$ cat src/rtl/sbsw_pkg.sv
package sbsw_pkg;
    typedef enum logic [1:0] {
        PH_IDLE    = 2'd0,
        PH_GATHER  = 2'd1,
        PH_FORWARD = 2'd2,
        PH_SCATTER = 2'd3
    } phase_e;
endpackage

$ cat src/rtl/sbsw_sequencer.sv
module sbsw_sequencer
    import sbsw_pkg::*;
#(
    parameter int NPORTS = 4,
    parameter int PORT_W = $clog2(NPORTS)
) (
    input  logic              clk,
    input  logic              rst_n,
    input  logic              start_i,
    input  logic              step_i,
    output phase_e            phase_o,
    output logic [PORT_W-1:0] idx_o
);
    localparam logic [PORT_W-1:0] LAST = PORT_W'(NPORTS - 1);

    typedef struct packed {
        phase_e            phase;
        logic [PORT_W-1:0] idx;
    } seq_t;

    seq_t seq_d, seq_q;
    logic at_last;

    always_comb begin
        seq_d   = seq_q;
        at_last = (seq_q.idx == LAST);
        case (seq_q.phase)
            PH_IDLE: begin
                if (start_i) begin
                    seq_d.phase = PH_GATHER;
                    seq_d.idx   = '0;
                end
            end
            PH_GATHER: begin
                if (at_last) begin
                    seq_d.phase = PH_FORWARD;
                    seq_d.idx   = '0;
                end else begin
                    seq_d.idx = seq_q.idx + 1'b1;
                end
            end
            PH_FORWARD: begin
                if (at_last) begin
                    seq_d.phase = PH_SCATTER;
                    seq_d.idx   = '0;
                end else begin
                    seq_d.idx = seq_q.idx + 1'b1;
                end
            end
            default: begin
                if (step_i) begin
                    if (at_last) begin
                        seq_d.phase = PH_IDLE;
                        seq_d.idx   = '0;
                    end else begin
                        seq_d.idx = seq_q.idx + 1'b1;
                    end
                end
            end
        endcase
    end

    always_ff @(posedge clk) begin
        if (!rst_n) begin
            seq_q <= '{phase: PH_IDLE, idx: '0};
        end else begin
            seq_q <= seq_d;
        end
    end

    assign phase_o = seq_q.phase;
    assign idx_o   = seq_q.idx;

    // gather of the last port is followed by forwarding
    a_r9_gather_to_fwd: assert property (@(posedge clk) disable iff (!rst_n)
        (phase_o == PH_GATHER && idx_o == LAST) |=> (phase_o == PH_FORWARD));

    // the final scatter transfer returns to idle
    a_r9_scatter_exit: assert property (@(posedge clk) disable iff (!rst_n)
        (phase_o == PH_SCATTER && idx_o == LAST && step_i) |=> (phase_o == PH_IDLE));
endmodule

$ cat src/rtl/sbsw_slot_mem.sv
module sbsw_slot_mem #(
    parameter int NPORTS = 4,
    parameter int DATA_W = 16,
    parameter int PORT_W = $clog2(NPORTS)
) (
    input  logic              clk,
    input  logic              rst_n,
    input  logic              cap_en_i,
    input  logic [PORT_W-1:0] cap_idx_i,
    input  logic              cap_full_i,
    input  logic [DATA_W-1:0] cap_data_i,
    input  logic              route_en_i,
    input  logic [PORT_W-1:0] route_idx_i,
    input  logic [PORT_W-1:0] route_port_i,
    input  logic [PORT_W-1:0] rd_idx_i,
    output logic [DATA_W-1:0] rd_data_o,
    output logic              rd_full_o,
    output logic [PORT_W-1:0] rd_port_o
);
    typedef struct packed {
        logic [NPORTS-1:0][DATA_W-1:0] data;
        logic [NPORTS-1:0]             full;
        logic [NPORTS-1:0][PORT_W-1:0] port;
    } slots_t;

    slots_t mem_d, mem_q;

    always_comb begin
        mem_d = mem_q;
        for (int s = 0; s < NPORTS; s++) begin
            if (cap_en_i && cap_idx_i == PORT_W'(s)) begin
                mem_d.full[s] = cap_full_i;
                if (cap_full_i) begin
                    mem_d.data[s] = cap_data_i;
                end
            end
            if (route_en_i && route_idx_i == PORT_W'(s)) begin
                mem_d.port[s] = route_port_i;
            end
        end
    end

    always_ff @(posedge clk) begin
        if (!rst_n) begin
            mem_q <= '0;
        end else begin
            mem_q <= mem_d;
        end
    end

    always_comb begin
        rd_data_o = '0;
        rd_full_o = 1'b0;
        rd_port_o = '0;
        for (int s = 0; s < NPORTS; s++) begin
            if (rd_idx_i == PORT_W'(s)) begin
                rd_data_o = mem_q.data[s];
                rd_full_o = mem_q.full[s];
                rd_port_o = mem_q.port[s];
            end
        end
    end

    // a capture without a valid word leaves the slot empty
    a_r3_empty_slot: assert property (@(posedge clk) disable iff (!rst_n)
        (cap_en_i && !cap_full_i) |=> !mem_q.full[$past(cap_idx_i)]);
endmodule

$ cat src/rtl/sbsw_fwd_table.sv
module sbsw_fwd_table #(
    parameter int NPORTS = 4,
    parameter int DEST_W = 4,
    parameter int PORT_W = $clog2(NPORTS)
) (
    input  logic              clk,
    input  logic              rst_n,
    input  logic              cfg_we_i,
    input  logic [DEST_W-1:0] cfg_id_i,
    input  logic [PORT_W-1:0] cfg_port_i,
    input  logic [DEST_W-1:0] lk_id_i,
    output logic [PORT_W-1:0] lk_port_o
);
    localparam int DEPTH = 1 << DEST_W;

    typedef struct packed {
        logic [DEPTH-1:0][PORT_W-1:0] ent;
    } tbl_t;

    function automatic tbl_t reset_map();
        tbl_t t;
        for (int k = 0; k < DEPTH; k++) begin
            t.ent[k] = PORT_W'(k % NPORTS);
        end
        return t;
    endfunction

    tbl_t tbl_d, tbl_q;

    always_comb begin
        tbl_d = tbl_q;
        if (cfg_we_i) begin
            tbl_d.ent[cfg_id_i] = cfg_port_i;
        end
    end

    always_ff @(posedge clk) begin
        if (!rst_n) begin
            tbl_q <= reset_map();
        end else begin
            tbl_q <= tbl_d;
        end
    end

    assign lk_port_o = tbl_q.ent[lk_id_i];

    // a configuration write lands in the addressed entry
    a_r6_cfg_write: assert property (@(posedge clk) disable iff (!rst_n)
        cfg_we_i |=> (tbl_q.ent[$past(cfg_id_i)] == $past(cfg_port_i)));
endmodule

$ cat src/rtl/sbsw_switch.sv
module sbsw_switch
    import sbsw_pkg::*;
#(
    parameter int NPORTS = 4,
    parameter int DATA_W = 16,
    parameter int DEST_W = 4,
    localparam int PORT_W = $clog2(NPORTS)
) (
    input  logic                     clk,
    input  logic                     rst_n,
    input  logic [NPORTS-1:0]        in_valid,
    output logic [NPORTS-1:0]        in_ready,
    input  logic [NPORTS*DATA_W-1:0] in_data,
    output logic [NPORTS-1:0]        out_valid,
    input  logic [NPORTS-1:0]        out_ready,
    output logic [NPORTS*DATA_W-1:0] out_data,
    input  logic                     cfg_we,
    input  logic [DEST_W-1:0]        cfg_id,
    input  logic [PORT_W-1:0]        cfg_port
);
    phase_e            phase;
    logic [PORT_W-1:0] idx;
    logic              step;
    logic              cap_full;
    logic [DATA_W-1:0] cap_data;
    logic [DATA_W-1:0] rd_data;
    logic              rd_full;
    logic [PORT_W-1:0] rd_port;
    logic [PORT_W-1:0] lk_port;
    logic              sink_ready;
    logic              sel_valid;

    sbsw_sequencer #(.NPORTS(NPORTS), .PORT_W(PORT_W)) u_seq (
        .clk     (clk),
        .rst_n   (rst_n),
        .start_i (|in_valid),
        .step_i  (step),
        .phase_o (phase),
        .idx_o   (idx)
    );

    // shared bus, input side: the port whose turn it is drives the slot write
    always_comb begin
        cap_full = 1'b0;
        cap_data = '0;
        for (int i = 0; i < NPORTS; i++) begin
            if (idx == PORT_W'(i)) begin
                cap_full = in_valid[i];
                cap_data = in_data[i*DATA_W +: DATA_W];
            end
        end
    end

    sbsw_slot_mem #(.NPORTS(NPORTS), .DATA_W(DATA_W), .PORT_W(PORT_W)) u_mem (
        .clk          (clk),
        .rst_n        (rst_n),
        .cap_en_i     (phase == PH_GATHER),
        .cap_idx_i    (idx),
        .cap_full_i   (cap_full),
        .cap_data_i   (cap_data),
        .route_en_i   (phase == PH_FORWARD),
        .route_idx_i  (idx),
        .route_port_i (lk_port),
        .rd_idx_i     (idx),
        .rd_data_o    (rd_data),
        .rd_full_o    (rd_full),
        .rd_port_o    (rd_port)
    );

    sbsw_fwd_table #(.NPORTS(NPORTS), .DEST_W(DEST_W), .PORT_W(PORT_W)) u_tbl (
        .clk        (clk),
        .rst_n      (rst_n),
        .cfg_we_i   (cfg_we),
        .cfg_id_i   (cfg_id),
        .cfg_port_i (cfg_port),
        .lk_id_i    (rd_data[DATA_W-1 -: DEST_W]),
        .lk_port_o  (lk_port)
    );

    // shared bus, output side
    always_comb begin
        sink_ready = 1'b0;
        for (int p = 0; p < NPORTS; p++) begin
            if (rd_port == PORT_W'(p)) begin
                sink_ready = out_ready[p];
            end
        end
    end

    assign sel_valid = (phase == PH_SCATTER) && rd_full;
    assign step      = !rd_full || sink_ready;

    for (genvar p = 0; p < NPORTS; p++) begin : g_lane
        assign in_ready[p]  = (phase == PH_GATHER) && (idx == PORT_W'(p));
        assign out_valid[p] = sel_valid && (rd_port == PORT_W'(p));
        assign out_data[p*DATA_W +: DATA_W] = out_valid[p] ? rd_data : '0;
    end

    // one input accepted at a time
    a_r2_one_ready: assert property (@(posedge clk) disable iff (!rst_n)
        $onehot0(in_ready));

    // one output driven at a time
    a_r7_one_out: assert property (@(posedge clk) disable iff (!rst_n)
        $onehot0(out_valid));

    // a stalled output holds
    a_r8_hold: assert property (@(posedge clk) disable iff (!rst_n)
        (|(out_valid & ~out_ready)) |=> ($stable(out_valid) && $stable(out_data)));

    // gather and scatter never overlap
    a_r9_no_overlap: assert property (@(posedge clk) disable iff (!rst_n)
        !((|in_ready) && (|out_valid)));
endmodule

$ cat config.mk
export PLATFORM = sky130hd
export DESIGN_NAME = sbsw_switch
export DESIGN_NICKNAME = d
export VERILOG_FILES = /design/src/rtl/sbsw_pkg.sv /design/src/rtl/sbsw_sequencer.sv /design/src/rtl/sbsw_slot_mem.sv /design/src/rtl/sbsw_fwd_table.sv /design/src/rtl/sbsw_switch.sv
export SDC_FILE = /design/constraint.sdc
export NUM_CORES = 1
export LEC_CHECK = 0
export BUFFER_PORTS_ARGS = -buffer_cell sky130_fd_sc_hd__buf_4
export CORE_MARGIN = 5
export CORE_UTILIZATION = 50
export CTS_CLUSTER_SIZE = 14
export DETAILED_ROUTE_END_ITERATION = 6
export HOLD_SLACK_MARGIN = 0.1
export PLACE_DENSITY = 0.75
export SYNTH_ARGS = -nofsm -noshare
export SYNTH_HDL_FRONTEND = slang
export SYNTH_HIERARCHICAL = 1
export SYNTH_SLANG_ARGS = --single-unit
$ cat constraint.sdc
create_clock -name clk -period 3.29 [get_ports clk]
set_input_delay 0.4935 -clock clk [delete_from_list [all_inputs] [get_ports clk]]
set_output_delay 0.4935 -clock clk [all_outputs]
set_load 0.01 [all_outputs]
==> metrics, run 1 <==
initial antenna violation count=0; Routed met1 length=6935 um; WL met2=8463 um; Internal Pwr Total=2.568 mW; last weighted congestion value of the routability-driven placer=0.8500; number of remaining DRC errors=0; synthesized net count=744; WL per Instance=17.57 um; switch share=0.3094; met3 layer wire length in the routed design=1078 um; clock tree from TritonCTS=built; smallest setup slack after layout=0.3786 ns; Synth warnings=6; Post-DRT Antenna Nets=0; count of buffers added by post-CTS timing repair for setup=0; RSZ-0062 raised after global routing=no; largest net degree at the start of global routing=112; setup skew after layout=0.009591 ns; worst reg2reg setup slack=0.69 ns; nature of the critical path startpoint=flop; cell leakage power=3.326 nW; setup_tns=0 ns; vias per std cell=5.625; combinational group share of total power=0.297; height of the die=122.1 um; cell count after synthesis=658; Inserted Clock Buffers=9; worst voltage drop across the vdd grid=0.0003205 V; cell at the root of the clock tree=sky130_fd_sc_hd__clkbuf_16; Max transition margin=0.2789; final critical path time including I/O delays and setup=2.911 ns; highest clock frequency the design can meet=343.5 MHz; clock buffer depth=2; critical path capture point type=primary output; GRT Util Overall=0.2209; Pins Over Slew Limit=0; placement-stage worst setup slack=0.6684 ns; Arr. time, crit path=2.42 ns; area added between synthesis and finish=22.26%; Initial Utilization=0.5038; DP Wirelength=12240 um; number of clock sinks seen by CTS=112; CP Class=reg2out; via count of the first global-routing pass=5343; clock transition at the registers of the reported paths=0.07 ns; async set-or-reset flop fraction in the synthesized netlist=0; antenna diode count=0; hold crit path type=reg2reg; uppermost layer routed=met4; final-report setup violation count=0; sequential-to-total area share from yosys stat=0.3570; final hold violation count=0; share of the clock period used by the worst path=0.8849; die area=14900 um2; Detailed Route Iter0 Violations=255; dominant synthesized flop cell=sky130_fd_sc_hd__dfxtp_1; commonest cells after routing, fill and taps aside=sky130_fd_sc_hd__buf_4, sky130_fd_sc_hd__nand2_1, sky130_fd_sc_hd__dfxtp_1; critical path data required time=2.80 ns; count of flip-flops with a built-in enable after synthesis=0; crit path max fanout=36; switching power=1.150 mW; slew at the pin closest to its max-slew limit=1.082 ns; I/O Buffers=152; cell row count=41; cell area after technology mapping=6280 um2; Clock H-tree levels=3; Final nets=863; post-cts sizing count=0; Routed Wire Length=16760 um; ratio of cells with drive above 1 in the final layout=0.2916; Power Total=3.718 mW; vias after detailed routing=5366; fill count=1091; power density over cell area=484.3 nW/um2; die extent in x=122.1 um; Remaining Overflow, GRT=0; number of top-level pins=153; clock network power share=0.298; post-cts hold buffer count=0; Synth cell types=39; number of violations of the max-capacitance limit=0; syn_area_per_cell=9.544 um2; number of register bits inferred by synthesis=112; count of TritonRoute iterations in the first routing pass=5; result of the run=finished clean; sequential fraction of design power=0.405; Core Area=12470 um2; most common cell after layout, fill and taps aside=sky130_fd_sc_hd__buf_4; first-pass GRT wire length=26260 um; clock latency on the worst-skew pair=0.34 ns
## critical path: stages, from the launching register on
cell and delay [ns]:
sky130_fd_sc_hd__dfxtp_2 0.63, sky130_fd_sc_hd__buf_4 0.50, sky130_fd_sc_hd__mux4_2 0.59, sky130_fd_sc_hd__nand2b_1 0.12
sky130_fd_sc_hd__nor2_1 0.06, sky130_fd_sc_hd__buf_4 0.16
## path summary, 6_finish.rpt
| kind | depth (start not counted) | startpoint | endpoint |
|---|---|---|---|
| hold reg to reg | 2 | u_mem/mem_q[8] | u_mem/mem_q[8] |
| hold / removal | 2 | u_mem/mem_q[8] | u_mem/mem_q[8] |
| setup / recovery | 5 | u_seq/idx_o[1] | out_data[24] |
| setup reg to reg | 5 | u_seq/idx_o[1] | u_mem/mem_q[31] |
## sequential cells by signal (all words and copies together) (netlist names)
| name | count |
|---|---|
| u_mem/mem_q | 76 |
| u_seq/idx_o | 2 |
| u_seq/phase_o | 2 |
| u_tbl/tbl_q | 32 |
## synthesized netlist by cell type, types with 2 or more instances
master | count | share of area
sky130_fd_sc_hd__mux4_2 | 40 | 0.14
sky130_fd_sc_hd__mux2i_1 | 78 | 0.12
sky130_fd_sc_hd__dfxtp_1 | 112 | 0.36
sky130_fd_sc_hd__mux4_1 | 5 | 0.021
sky130_fd_sc_hd__ha_1 | 5 | 0.010
sky130_fd_sc_hd__clkbuf_1 | 21 | 0.013
sky130_fd_sc_hd__nand4_1 | 3 | 0.0030
sky130_fd_sc_hd__buf_2 | 19 | 0.015
sky130_fd_sc_hd__nand3b_1 | 6 | 0.0072
sky130_fd_sc_hd__and3b_1 | 4 | 0.0056
sky130_fd_sc_hd__a21boi_0 | 16 | 0.019
sky130_fd_sc_hd__nand2b_1 | 18 | 0.018
sky130_fd_sc_hd__nand4b_1 | 2 | 0.0028
sky130_fd_sc_hd__nand3_1 | 55 | 0.044
sky130_fd_sc_hd__a21boi_1 | 2 | 0.0024
sky130_fd_sc_hd__a22oi_1 | 2 | 0.0024
sky130_fd_sc_hd__nor3b_1 | 5 | 0.0060
sky130_fd_sc_hd__nor4_4 | 2 | 0.0068
sky130_fd_sc_hd__buf_6 | 13 | 0.023
sky130_fd_sc_hd__buf_4 | 2 | 0.0024
sky130_fd_sc_hd__nor2_1 | 70 | 0.042
sky130_fd_sc_hd__and3_1 | 2 | 0.0020
sky130_fd_sc_hd__or4_1 | 2 | 0.0024
sky130_fd_sc_hd__inv_1 | 4 | 0.0024
sky130_fd_sc_hd__nor2b_1 | 7 | 0.0070
sky130_fd_sc_hd__nand2_1 | 117 | 0.070
sky130_fd_sc_hd__o21ai_0 | 34 | 0.027
## per-stage QoR
stage,hold slack (ns),area [um2],instances,utilization
after global placement,0.4414,7373,938,0.5915
after floorplan,0.4318,6280,658,-
final,0.4607,7677,954,0.6159
after CTS,0.4602,7677,954,0.6159
after detailed placement,0.4506,7373,938,0.5915
after global routing,0.4822,7677,954,0.6159
## power groups by stage
stage	logic (mW)	clock network [mW]	registers (mW)
floorplan	0.917	0	1.51
global placement	1.08	0	1.53
detailed placement	1.11	0	1.54
CTS	1.11	1.13	1.51
global route	1.19	1.19	1.52
finish	1.11	1.11	1.51
## final cells by class
type	count	area, um2	area share
clock buffer	10	229.0	0.02982
clock inverter	6	75.07	0.009778
inverter	4	15.01	0.001956
multi-input combinational	486	3667	0.4777
sequential	112	2245	0.2924
tap	172	215.2	0.02803
timing repair buffer	164	1231	0.1604
## routing by layer
metal  vias to the layer above  GRT usage
met1                      2593     0.2738
met2                       189     0.3950
li1                       2559          -
met5                         -          0
met3                        25    0.03435
met4                         0    0.06858
## logic make-up (layout without fill, tap and decap cells)
group                    Yosys count  in the layout  synth area share
buffers and inverters             60            184           0.05898
flip-flops                       112            112            0.3570
multiplexers                     123            123            0.2887
AND/OR/NAND/NOR                  302            302            0.2315
AO/OA/AOI/OAI                     56             56           0.05379
adder cells (fa/ha/maj)            5              5          0.009962
No activity file was read; power rests on OpenSTA's default activity.
==> inputs of run 2 (changes only) <==
Settings changed: GPL_TIMING_DRIVEN from default to 0.
==> run 2 against run 1 <==
The flow now finishes with violations (DRC). Non-clock buffer count increased by 43. Clock skew about the same. Sequential power about the same. Critical path type unchanged. Highest routed layer unchanged.
==> metrics, run 2 (same netlist as run 1, synthesis figures left out) <==
result of the run=complete, but fails checks; failing checks=DRC; switching power=1.239 mW (+7.7%); Post-DRT Antenna Nets=0 (unchanged); biggest registers after layout=u_mem/mem_q: 76 flops, u_tbl/tbl_q: 32 flops; Max transition margin=0.5294 (+0.2505); number of remaining DRC errors=1 (+1); I/O Buffers=150 (-1.3%); Initial Utilization=0.5038 (unchanged); CP Class=reg2out; Pins Over Slew Limit=0 (unchanged); last weighted congestion value of the routability-driven placer=0.9155 (+7.7%); first-pass GRT wire length=27880 um (+6.1%); Core Area=12470 um2 (unchanged); Remaining Overflow, GRT=0 (unchanged); critical path data required time=2.80 ns (about the same); cell with the biggest individual delay on the critical path=sky130_fd_sc_hd__mux4_2; peak per-stage delay on the critical path=0.58 ns (-0.05 ns); power density over cell area=480.9 nW/um2 (-0.70%); switch share=0.3245 (+0.01512); final-report setup violation count=0 (unchanged); sequential fraction of design power=0.395 (-0.010); Detailed Route Iter0 Violations=337 (+32%); Internal Pwr Total=2.579 mW (+0.45%); highest clock frequency the design can meet=325.6 MHz (-5.2%); most common cell after layout, fill and taps aside=sky130_fd_sc_hd__buf_4; antenna diode count=0 (unchanged); setup skew after layout=0.009095 ns (-0.0004958 ns); final hold violation count=0 (unchanged); Routed Wire Length=18150 um (+8.3%); number of violations of the max-capacitance limit=0 (unchanged); cells along the critical path=buf_6 > mux4_2 > nand4b_4 > buf_2 > nor2_1 > buf_4; Power Total=3.819 mW (+2.7%); commonest cells after routing, fill and taps aside=sky130_fd_sc_hd__buf_4, sky130_fd_sc_hd__nand2_1, sky130_fd_sc_hd__dfxtp_1; combinational group share of total power=0.321 (+0.024); clock transition at the registers of the reported paths=0.07 ns (about the same); initial antenna violation count=0 (unchanged); clock tree from TritonCTS=built; RSZ-0062 raised after global routing=no; max reg flops=76 (unchanged); Inserted Clock Buffers=9 (unchanged); count of TritonRoute iterations in the first routing pass=7 (+2); WL per Instance=18.21 um (+3.6%); share of the clock period used by the worst path=0.9336 (+0.04865); ratio of cells with drive above 1 in the final layout=0.3042 (+0.01268); slew at the pin closest to its max-slew limit=0.7033 ns (-0.3783 ns); number of top-level pins=153 (unchanged); DP Wirelength=13790 um (+13%); Arr. time, crit path=2.58 ns (+0.16 ns); clock network power share=0.284 (-0.014); clock latency on the worst-skew pair=0.35 ns (about the same); die extent in x=122.1 um (unchanged); setup_tns=0 ns (unchanged); final critical path time including I/O delays and setup=3.071 ns (+0.1600 ns); GRT Util Overall=0.2386 (+0.01767); register with the most flip-flops=u_mem/mem_q; nature of the critical path startpoint=flop; via count of the first global-routing pass=5645 (+5.7%); worst voltage drop across the vdd grid=0.0002646 V (-17%); number of clock sinks seen by CTS=112 (unchanged); cell leakage power=3.480 nW (+4.6%); cell row count=41 (unchanged); area added between synthesis and finish=26.44%; Clock H-tree levels=3 (unchanged); clock buffer depth=2 (unchanged); die area=14900 um2 (unchanged); crit path max fanout=12 (-67%); vias per std cell=5.599 (-0.46%); largest net degree at the start of global routing=22 (-80%); post-cts hold buffer count=0 (unchanged); height of the die=122.1 um (unchanged); Final nets=906 (+5.0%); cell at the root of the clock tree=sky130_fd_sc_hd__clkbuf_16; hold crit path type=reg2reg; vias after detailed routing=5582 (+4.0%); critical path capture point type=primary output
==> run 2: changes by cell type in the layout (fill, tap and decap cells not counted), moves of 2 or more <==
cell | before | now
sky130_fd_sc_hd__inv_8 | 1 | 3
sky130_fd_sc_hd__clkbuf_1 | 1 | 21
sky130_fd_sc_hd__buf_4 | 164 | 154
sky130_fd_sc_hd__buf_6 | 0 | 13
sky130_fd_sc_hd__buf_2 | 0 | 18
==> run 2: worst max-delay path: cells and delay by family (launching register included) <==
kind,cells,cell delay (ns)
flops,1,0.49
buf+inv,3,0.66
simple gates,2,0.51
mux,1,0.58
==> run 2: power groups by stage <==
stage / Sequential [mW] / Clock (mW) / Combinational (mW)
floorplan: 1.51 / 0 / 0.917
global placement: 1.53 / 0 / 1.20
detailed placement: 1.53 / 0 / 1.23
CTS: 1.50 / 1.10 / 1.23
global route: 1.52 / 1.16 / 1.32
finish: 1.51 / 1.08 / 1.23
==> run 2: stage by stage <==
step,std cells,hold slack (ns),instance area (um2),worst slack [ns],util
5_1_grt,997,0.4826,7940,0.06504,0.6370
2_1_floorplan,658,0.4318,6280,0.6816,-
3_3_place_gp,980,0.4413,7621,0.08092,0.6114
6_report,997,0.4584,7940,0.2186,0.6370
3_5_place_dp,980,0.4519,7621,0.05308,0.6114
4_1_cts,995,0.4605,7916,0.04846,0.6351
==> run 2: layout make-up <==
class	count	area, um2
Clock inverter	7	72.57
Tap cell	172	215.2
Fill cell	1049	4526
Timing Repair Buffer	152	1141
Sequential cell	112	2245
Inverter	4	15.01
Clock buffer	9	225.2
Buffer	55	350.3
Multi-Input combinational cell	486	3676
==> run 2: path summary, 6_finish.rpt <==
| path | cells after the start | startpoint | slack [ns] | to |
|---|---|---|---|---|
| setup / recovery | 6 | u_seq/idx_o[0] | 0.22 | out_data[10] |
| hold reg to reg | 2 | u_mem/mem_q[15] | 0.46 | u_mem/mem_q[15] |
| setup reg to reg | 8 | u_seq/idx_o[1] | 0.51 | u_mem/mem_q[0] |
| hold / removal | 2 | u_mem/mem_q[15] | 0.46 | u_mem/mem_q[15] |
==> run 2: metal layers <==
metal	track usage	share of wire	vias to the layer above
li1	-	-	2645
met1	0.2851	0.40	2679
met2	0.4275	0.50	224
met3	0.04225	0.076	34
met4	0.08957	0.022	0
met5	0	0	-
==> run 2: timing repair <==
action                     4_1_cts  5_1_grt
pin swaps                        0        1
setup buffers                    0        2
setup endpoints to repair       63        4
resized for setup                2        1
